$ cat src/rtl/hz_pkg.sv
package hz_pkg;
  localparam int REG_AW = 5;

  typedef enum logic [1:0] {
    FW_RF    = 2'd0,
    FW_EXMEM = 2'd1,
    FW_MEMWB = 2'd2
  } fwd_e;
endpackage

$ cat src/rtl/hz_pipe_track.sv
module hz_pipe_track #(
  parameter int AW    = hz_pkg::REG_AW,
  parameter int DEPTH = 2
) (
  input  logic                    clk,
  input  logic                    rst_n,
  input  logic                    in_wr,
  input  logic                    in_ld,
  input  logic [AW-1:0]           in_rd,
  output logic [DEPTH-1:0]        st_wr,
  output logic [DEPTH-1:0][AW-1:0] st_rd,
  output logic                    first_ld
);
  always_ff @(posedge clk) begin
    if (!rst_n) begin
      st_wr[0] <= 1'b0;
      st_rd[0] <= '0;
      first_ld <= 1'b0;
    end else begin
      st_wr[0] <= in_wr;
      st_rd[0] <= in_rd;
      first_ld <= in_ld;
    end
  end

  for (genvar s = 1; s < DEPTH; s++) begin : g_stage
    always_ff @(posedge clk) begin
      if (!rst_n) begin
        st_wr[s] <= 1'b0;
        st_rd[s] <= '0;
      end else begin
        st_wr[s] <= st_wr[s-1];
        st_rd[s] <= st_rd[s-1];
      end
    end
  end
endmodule

$ cat src/rtl/hz_src_match.sv
module hz_src_match
  import hz_pkg::*;
#(
  parameter int AW = REG_AW
) (
  input  logic          used,
  input  logic [AW-1:0] src,
  input  logic          near_wr,
  input  logic          near_ld,
  input  logic [AW-1:0] near_rd,
  input  logic          far_wr,
  input  logic [AW-1:0] far_rd,
  output fwd_e          sel,
  output logic          ld_hit
);
  logic nz, hit_near, hit_far;

  always_comb begin
    nz       = (src != '0);
    hit_near = used && nz && near_wr && (near_rd == src);
    hit_far  = used && nz && far_wr && (far_rd == src);
    ld_hit   = hit_near && near_ld;
    if (hit_near)     sel = FW_EXMEM;
    else if (hit_far) sel = FW_MEMWB;
    else              sel = FW_RF;
  end
endmodule

$ cat src/rtl/hz_ctrl.sv
module hz_ctrl
  import hz_pkg::*;
#(
  parameter int AW = REG_AW
) (
  input  logic          clk,
  input  logic          rst_n,
  input  logic          id_valid,
  input  logic [AW-1:0] id_rs1,
  input  logic [AW-1:0] id_rs2,
  input  logic          id_use_a,
  input  logic          id_use_b,
  input  logic          id_store,
  input  logic          id_wr,
  input  logic          id_load,
  input  logic [AW-1:0] id_rd,
  output logic          stall,
  output logic [1:0]    ex_fwd_a,
  output logic [1:0]    ex_fwd_b,
  output logic [1:0]    ex_fwd_sd,
  output logic          mem_fwd_sd
);
  localparam int NPATH  = 3;  // operand A, operand B, store data
  localparam int NSTAGE = 2;  // ID/EX and EX/MEM records

  logic [NSTAGE-1:0]         trk_wr;
  logic [NSTAGE-1:0][AW-1:0] trk_rd;
  logic                      trk_ld;

  logic [NPATH-1:0][AW-1:0]  p_src;
  logic [NPATH-1:0]          p_use;
  fwd_e                      p_sel [NPATH];
  logic [NPATH-1:0]          p_ld_hit;

  logic advance, sd_late;
  fwd_e sd_next;
  logic ex_late_q;

  assign p_src[0] = id_rs1;
  assign p_use[0] = id_use_a;
  assign p_src[1] = id_rs2;
  assign p_use[1] = id_use_b;
  assign p_src[2] = id_rs2;
  assign p_use[2] = id_store;

  for (genvar p = 0; p < NPATH; p++) begin : g_path
    hz_src_match #(.AW(AW)) u_match (
      .used    (p_use[p]),
      .src     (p_src[p]),
      .near_wr (trk_wr[0]),
      .near_ld (trk_ld),
      .near_rd (trk_rd[0]),
      .far_wr  (trk_wr[1]),
      .far_rd  (trk_rd[1]),
      .sel     (p_sel[p]),
      .ld_hit  (p_ld_hit[p])
    );
  end

  assign stall   = id_valid && (p_ld_hit[0] || p_ld_hit[1]);
  assign advance = id_valid && !stall;
  assign sd_late = p_ld_hit[2];
  assign sd_next = sd_late ? FW_RF : p_sel[2];

  hz_pipe_track #(.AW(AW), .DEPTH(NSTAGE)) u_track (
    .clk      (clk),
    .rst_n    (rst_n),
    .in_wr    (advance && id_wr && (id_rd != '0)),
    .in_ld    (advance && id_load),
    .in_rd    (id_rd),
    .st_wr    (trk_wr),
    .st_rd    (trk_rd),
    .first_ld (trk_ld)
  );

  always_ff @(posedge clk) begin
    if (!rst_n) begin
      ex_fwd_a   <= FW_RF;
      ex_fwd_b   <= FW_RF;
      ex_fwd_sd  <= FW_RF;
      ex_late_q  <= 1'b0;
      mem_fwd_sd <= 1'b0;
    end else begin
      if (advance) begin
        ex_fwd_a  <= p_sel[0];
        ex_fwd_b  <= p_sel[1];
        ex_fwd_sd <= sd_next;
        ex_late_q <= sd_late;
      end else begin
        ex_fwd_a  <= FW_RF;
        ex_fwd_b  <= FW_RF;
        ex_fwd_sd <= FW_RF;
        ex_late_q <= 1'b0;
      end
      mem_fwd_sd <= ex_late_q;
    end
  end
endmodule

$ cat config.mk
export PLATFORM = sky130hd
export DESIGN_NAME = hz_ctrl
export DESIGN_NICKNAME = d
export VERILOG_FILES = /design/src/rtl/hz_pkg.sv /design/src/rtl/hz_pipe_track.sv /design/src/rtl/hz_src_match.sv /design/src/rtl/hz_ctrl.sv
export SDC_FILE = /design/constraint.sdc
export NUM_CORES = 1
export LEC_CHECK = 0
export CAP_MARGIN = 20
export CELL_PAD_IN_SITES_DETAIL_PLACEMENT = 1
export CELL_PAD_IN_SITES_GLOBAL_PLACEMENT = 1
export CORE_MARGIN = 5
export CORE_UTILIZATION = 35
export DETAILED_ROUTE_END_ITERATION = 12
export PLACE_DENSITY_LB_ADDON = 0.2
export RECOVER_POWER = 50
export SETUP_SLACK_MARGIN = 0.5
export SYNTH_ARGS = -nofsm -noshare
export SYNTH_HDL_FRONTEND = slang
export SYNTH_SLANG_ARGS = --single-unit
$ cat constraint.sdc
create_clock -name clk -period 4.8 [get_ports clk]
set_clock_uncertainty 0.2 [all_clocks]
set_input_delay 0.96 -clock clk [delete_from_list [all_inputs] [get_ports clk]]
set_output_delay 0.96 -clock clk [all_outputs]
set_load 0.05 [all_outputs]
==> impl_metrics.csv, run 1 <==
group,metric,value,unit
clocking,clockBufferDepth,2,
critical_path,critPathLaunchType,"input port",
synth,synth_area_leader_cell,"dfxtp_1",
pwr,clkPwrFrac,0.264,
detailed_routing,drtAntennaViolNets,0,
pwr,p_per_area,250,mW/mm²
clocking,htree_levels,1,
floorplanning,fp.dieH,60.7,µm
clocking,cts_buffers,3,
clocking,clk_pin_slew,0.11,ns
floorplanning,die_area,0.00368,mm²
grt,first_global_vias,774,
synth,synth-seq-cells,21,
synth,synth.avg_cell_area,10.1,µm²
cells_and_area,synthToLayoutAreaGrowth,39.8,%
clocking,cts-root-buf,"clkbuf_4",
critical_path,crit_fanout,5,
grt,overflow,0,
critical_path,worstRegToRegCells,5,
critical_path,cp_top_family,"simple AND/OR/NAND/NOR gates",
detailed_routing,via_per_inst,4.87,
hold_path,hold_depth,1,
pwr,p_sw,73.7,µW
clocking,cts_resized,0,
critical_path,path_depth,7,
place,gp_congestion,0.888,
floorplanning,std_cell_rows,18,
pwr,power.total,314,µW
detailed_routing,drt-initial-drc-count,12,
detailed_routing,drt-met1-wl,895,µm
detailed_routing,dr.max_layer_used,"met4",
sta,final_max_slew_viol_count,0,
critical_path,crit_chain,"dlygate4sd3_1 > or4_4 > o21ai_2 > nor3_2 > o21a_1 > and2_1 > buf_4",
sta,hold_viol_final,0,
sta,slew_headroom,0.666,
job,cap_violations,0,
sta,rsz0062_at_grt,"false",
synth,async_reset_ff_frac,0,
detailed_routing,num_vias,740,
critical_path,cp.required,3.64,ns
cells_and_area,drive_gt1_frac,0.0738,
synth,syn_inst,89,
sta,period_share,0.846,
detailed_routing,wl,2.12,mm
synth,syn-num-nets,112,
cells_and_area,final_util,0.508,
sta,setup_viol,0,
cells_and_area,final_nets,146,
pwr,seq_power_share,0.588,
synth,synth_top_area_share,0.467,
place,hpwl,1.82,mm
sta,setup_tns,0,ns
synth,synth_warnings,0,
clocking,post_cts.repair.setup_buffers,0,
critical_path,cp.arrival,2.90,ns
detailed_routing,wl_met2,1.06,mm
pwr,vdd_drop_max,0.249,mV
floorplanning,die_x,60.7,µm
synth,synth_area,900,µm²
clocking,clock-sinks,21,
critical_path,crit_type,"input port to output port",
detailed_routing,drc_errors,0,
sta,layout_min_cycle_time,4.06,ns
clocking,ctsHoldBuffers,0,
synth,ys.flop_type,"dfxtp_1",
critical_path,critPathBufInv,2,
grt,grt_pass1_wl,3.42,mm
floorplanning,fp.coreArea,0.00248,mm²
cells_and_area,fillers,295,
place,io_buffers,30,
floorplanning,io_pins,31,
clocking,cts_tree,"done",
grt,antenna_found_initial,0,
cells_and_area,instances_no_fill,152,
pwr,p_leak,0.431,nW
detailed_routing,dr.pass1.iters,4,
critical_path,critPathCaptureType,"output port",
hold_path,hp-class,"register to register",
grt,grt_usage,0.127,
synth,synthTopCellsByArea,"dfxtp_1 (47%), xnor2_1 (14%), and2_1 (9.0%), xor2_1 (5.8%), nand4_1 (2.8%)",
cells_and_area,antenna_cells,0,
detailed_routing,wl_per_cell,14.0,µm
pwr,intPower,240,µW
pwr,p_comb_frac,0.148,
clocking,clkLatencyLatePin,0.29,ns
outcome,outcome,"finished clean",
pwr,switching_share,0.235,
critical_path,cp_slowest_stage_delay,0.60,ns
detailed_routing,wl_met3,132,µm
place,dp.cells,148,
synth,synth_edf_count,0,
synth,synth_seq_area_share,0.467,
critical_path,slowest_stage,"dlygate4sd3_1",
grt,grt_start_max_net_pins,16,
floorplanning,start_util,0.363,
synth,synth_cell_types,24,
sta,fmax,246,MHz
sta,worstMarginPinSlew,0.499,ns
## power by group through the flow
stage	logic (mW)	registers [mW]	clock network [mW]
3_3_place_gp	0.0463	0.189	0
4_1_cts	0.0478	0.185	0.0876
5_1_grt	0.0511	0.186	0.0913
2_1_floorplan	0.0209	0.187	0
3_5_place_dp	0.0476	0.189	0
6_report	0.0464	0.185	0.0827
## layer usage
layer | vias up | global-route usage
met5 | - | 0
met4 | 0 | 0.0372
met3 | 2 | 0.0298
met2 | 20 | 0.234
met1 | 345 | 0.146
li1 | 373 | -
## synth_stat cells (all sizes together), types with 2 or more instances
cell type / instances
a2111oi: 2
and2: 13
dfxtp: 21
nand2: 4
nand3: 2
nand4: 4
nor2: 2
nor3: 6
nor3b: 3
o21ai: 3
or4: 2
xnor2: 14
xor2: 6
## kinds of logic after synthesis
kind of cell / after synthesis / share of synthesized area
and+or+nand+nor: 40 / 0.267
DFF: 21 / 0.467
xor gates and xnor gates: 20 / 0.195
AOI/OAI and AO/OA: 7 / 0.0668
buffers and inverters: 1 / 0.00417
## state kept, by name (all words and copies together), names as in the netlist
signal / count
ex_fwd_sd: 2
u_track.first_ld: 1
ex_fwd_a: 2
ex_late_q: 1
u_track.st_wr: 2
ex_fwd_b: 2
mem_fwd_sd: 1
u_track.st_rd: 10
## area by class of cell
| type | count | area, µm² | area share |
|---|---|---|---|
| Sequential cell | 21 | 420 | 0.334 |
| Timing Repair Buffer | 30 | 298 | 0.237 |
| Clock buffer | 4 | 26.3 | 0.0209 |
| Multi-Input combinational cell | 67 | 475 | 0.378 |
| Tap cell | 30 | 37.5 | 0.0299 |
## cell usage in the layout (no fill, tap or decap), types with 2 or more instances in the layout
master	instances
xor2_1	6
nor3_1	5
dfxtp_1	21
nor2_1	2
dlygate4sd3_1	3
xnor2_1	14
clkbuf_4	3
clkdlybuf4s50_1	26
nand2_1	4
nand3_1	2
and2_0	3
o21ai_0	2
nand4_1	4
nor3b_1	3
and2_1	10
## per-stage QoR
step                setup WS (ns)  hold slack, ns  area, µm²
floorplan                    1.44           0.212        900
global placement            0.895           0.226       1230
detailed placement          0.853           0.222       1230
CTS                         0.853           0.262       1260
global route                0.681           0.288       1260
finish                      0.740           0.259       1260
## path summary, 6_finish.rpt
check | to | slack [ns] | start
worst min register to register | mem_fwd_sd | 0.26 | ex_late_q
worst max register to register | ex_fwd_sd[1] | 3.10 | u_track.st_rd[7]
worst max-delay path | stall | 0.74 | id_rs1[0]
worst min-delay path | mem_fwd_sd | 0.26 | ex_late_q
(Power assumes the default switching activity.)
==> run 2, diff against run 1 <==
CORE_UTILIZATION = 29   (was 35)
clock period = 3.4 ns   (was 4.8 ns; I/O delays follow)
==> run 2 against run 1 <==
  * Final cell count grew 11%
  * Global-route usage shrank 0.49 points
  * Sequential cell count is the same
  * Largest cell class unchanged
  * Sequential power grew 41%
  * Final area grew 8.4%
  * Worst hold slack lost 0.0030 ns
  * Routed wire length grew 16%
==> impl_metrics.csv, run 2 (synthesis gave the netlist of run 1 again) <==
group,metric,value,unit
pwr,seq_power_share,0.565,
clocking,clockBufferDepth,2,
hold_path,hp-class,"register to register",
detailed_routing,via_per_inst,4.70,
floorplanning,die_area,0.00432,mm²
cells_and_area,instances_no_fill,168,
pwr,switching_share,0.260,
sta,slew_headroom,0.667,
critical_path,critPathLaunchType,"input port",
cells_and_area,layout.cells.most_common,"dfxtp_1",
sta,final_max_slew_viol_count,0,
clocking,clock-sinks,21,
floorplanning,fp.coreArea,0.00300,mm²
clocking,cts_tree,"done",
critical_path,cp.arrival,2.00,ns
grt,overflow,0,
sta,rsz0062_at_grt,"true",
sta,hold_viol_final,0,
clocking,cts-root-buf,"clkbuf_4",
sta,period_share,0.846,
grt,antenna_found_initial,0,
floorplanning,die_x,65.7,µm
floorplanning,io_pins,31,
grt,grt_pass1_wl,3.86,mm
critical_path,worst-r2r-setup-slack,1.45,ns
place,gp_congestion,0.837,
pwr,p_sw,120,µW
detailed_routing,wl_per_cell,14.6,µm
place,io_buffers,30,
place,hpwl,1.91,mm
grt,grt_usage,0.123,
critical_path,crit_fanout,2,
sta,layout_min_cycle_time,2.88,ns
cells_and_area,drive_gt1_frac,0.252,
detailed_routing,drt-initial-drc-count,28,
clocking,cts_buffers,3,
cells_and_area,fillers,351,
clocking,htree_levels,1,
cells_and_area,regMostFlops,"u_track.st_rd",
clocking,clk_pin_slew,0.13,ns
detailed_routing,drc_errors,0,
detailed_routing,drtAntennaViolNets,0,
detailed_routing,num_vias,789,
detailed_routing,dr.pass1.iters,4,
pwr,p_leak,0.516,nW
critical_path,crit_type,"input port to output port",
pwr,p_comb_frac,0.158,
cells_and_area,mostFrequentLayoutCells,"dfxtp_1 (21), clkdlybuf4s50_1 (17), xnor2_1 (14)",
job,cap_violations,0,
sta,setup_tns,0,ns
pwr,clkPwrFrac,0.278,
sta,fmax,348,MHz
place,dp.cells,157,
cells_and_area,synthToLayoutAreaGrowth,51.5,%
critical_path,critPathCaptureType,"output port",
clocking,ctsHoldBuffers,0,
sta,hold_ws,0.256,ns
pwr,intPower,341,µW
pwr,p_per_area,339,mW/mm²
detailed_routing,wl,2.45,mm
floorplanning,start_util,0.300,
critical_path,cp.required,2.52,ns
cells_and_area,final_nets,159,
sta,setup_viol,0,
sta,worstMarginPinSlew,0.498,ns
cells_and_area,largest_reg_flops,10,
clocking,clkLatencyLatePin,0.32,ns
outcome,outcome,"finished clean",
floorplanning,std_cell_rows,20,
grt,grt_start_max_net_pins,15,
pwr,vdd_drop_max,0.198,mV
floorplanning,fp.dieH,65.7,µm
cells_and_area,antenna_cells,0,
grt,first_global_vias,809,
[run 2: layout make-up]
cell class,instances,area [µm²],share of cell area
Clock buffer,3,22.5,0.0165
Clock inverter,1,7.51,0.00551
Multi-Input combinational cell,67,508,0.373
Sequential cell,21,420,0.309
Tap cell,33,41.3,0.0303
Timing Repair Buffer,43,363,0.266
[run 2: worst paths after layout]
path | start | to | cells after the start
hold reg to reg | ex_late_q | mem_fwd_sd | 1
setup reg to reg | u_track.st_rd[4] | ex_fwd_sd[1] | 7
setup / recovery | id_rs1[3] | stall | 7
hold / removal | ex_late_q | mem_fwd_sd | 1
[run 2: critical path: stages]
cell and delay (ns):
buf_6 0.09, or4_4 0.53, o21ai_4 0.15, nor3_2 0.06
o21a_1 0.19, and2_4 0.15, buf_8 0.14
[run 2: layer usage]
layer | up-vias | GRT usage | routed length (µm)
met2 | 22 | 0.195 | 1260
met5 | - | 0 | 0
met4 | 0 | 0.0440 | 29
met1 | 366 | 0.145 | 1010
met3 | 4 | 0.0530 | 153
li1 | 397 | - | -
[run 2: repair_timing]
action | CTS | global route
gates resized for setup | 33 | 10
buffers inserted | 4 | 3
setup endpoints to repair | 1 | 1
pin swaps | 11 | 7
[run 2: power by group through the flow]
stage               combinational, mW  sequential [mW]  clock, mW
finish                         0.0727            0.260      0.128
global route                   0.0793            0.262      0.143
CTS                            0.0726            0.261      0.130
detailed placement             0.0709            0.266          0
global placement               0.0697            0.266          0
floorplan                      0.0296            0.264          0
[run 2: metrics by stage]
step           power [mW]  utilization  cell area, µm²  worst slack [ns]
6_report            0.461        0.454            1360             0.525
3_5_place_dp        0.337        0.426            1280             0.109
2_1_floorplan       0.293            -             900             0.601
3_3_place_gp        0.336        0.426            1280             0.115
4_1_cts             0.463        0.451            1360             0.478
5_1_grt             0.484        0.454            1360             0.489
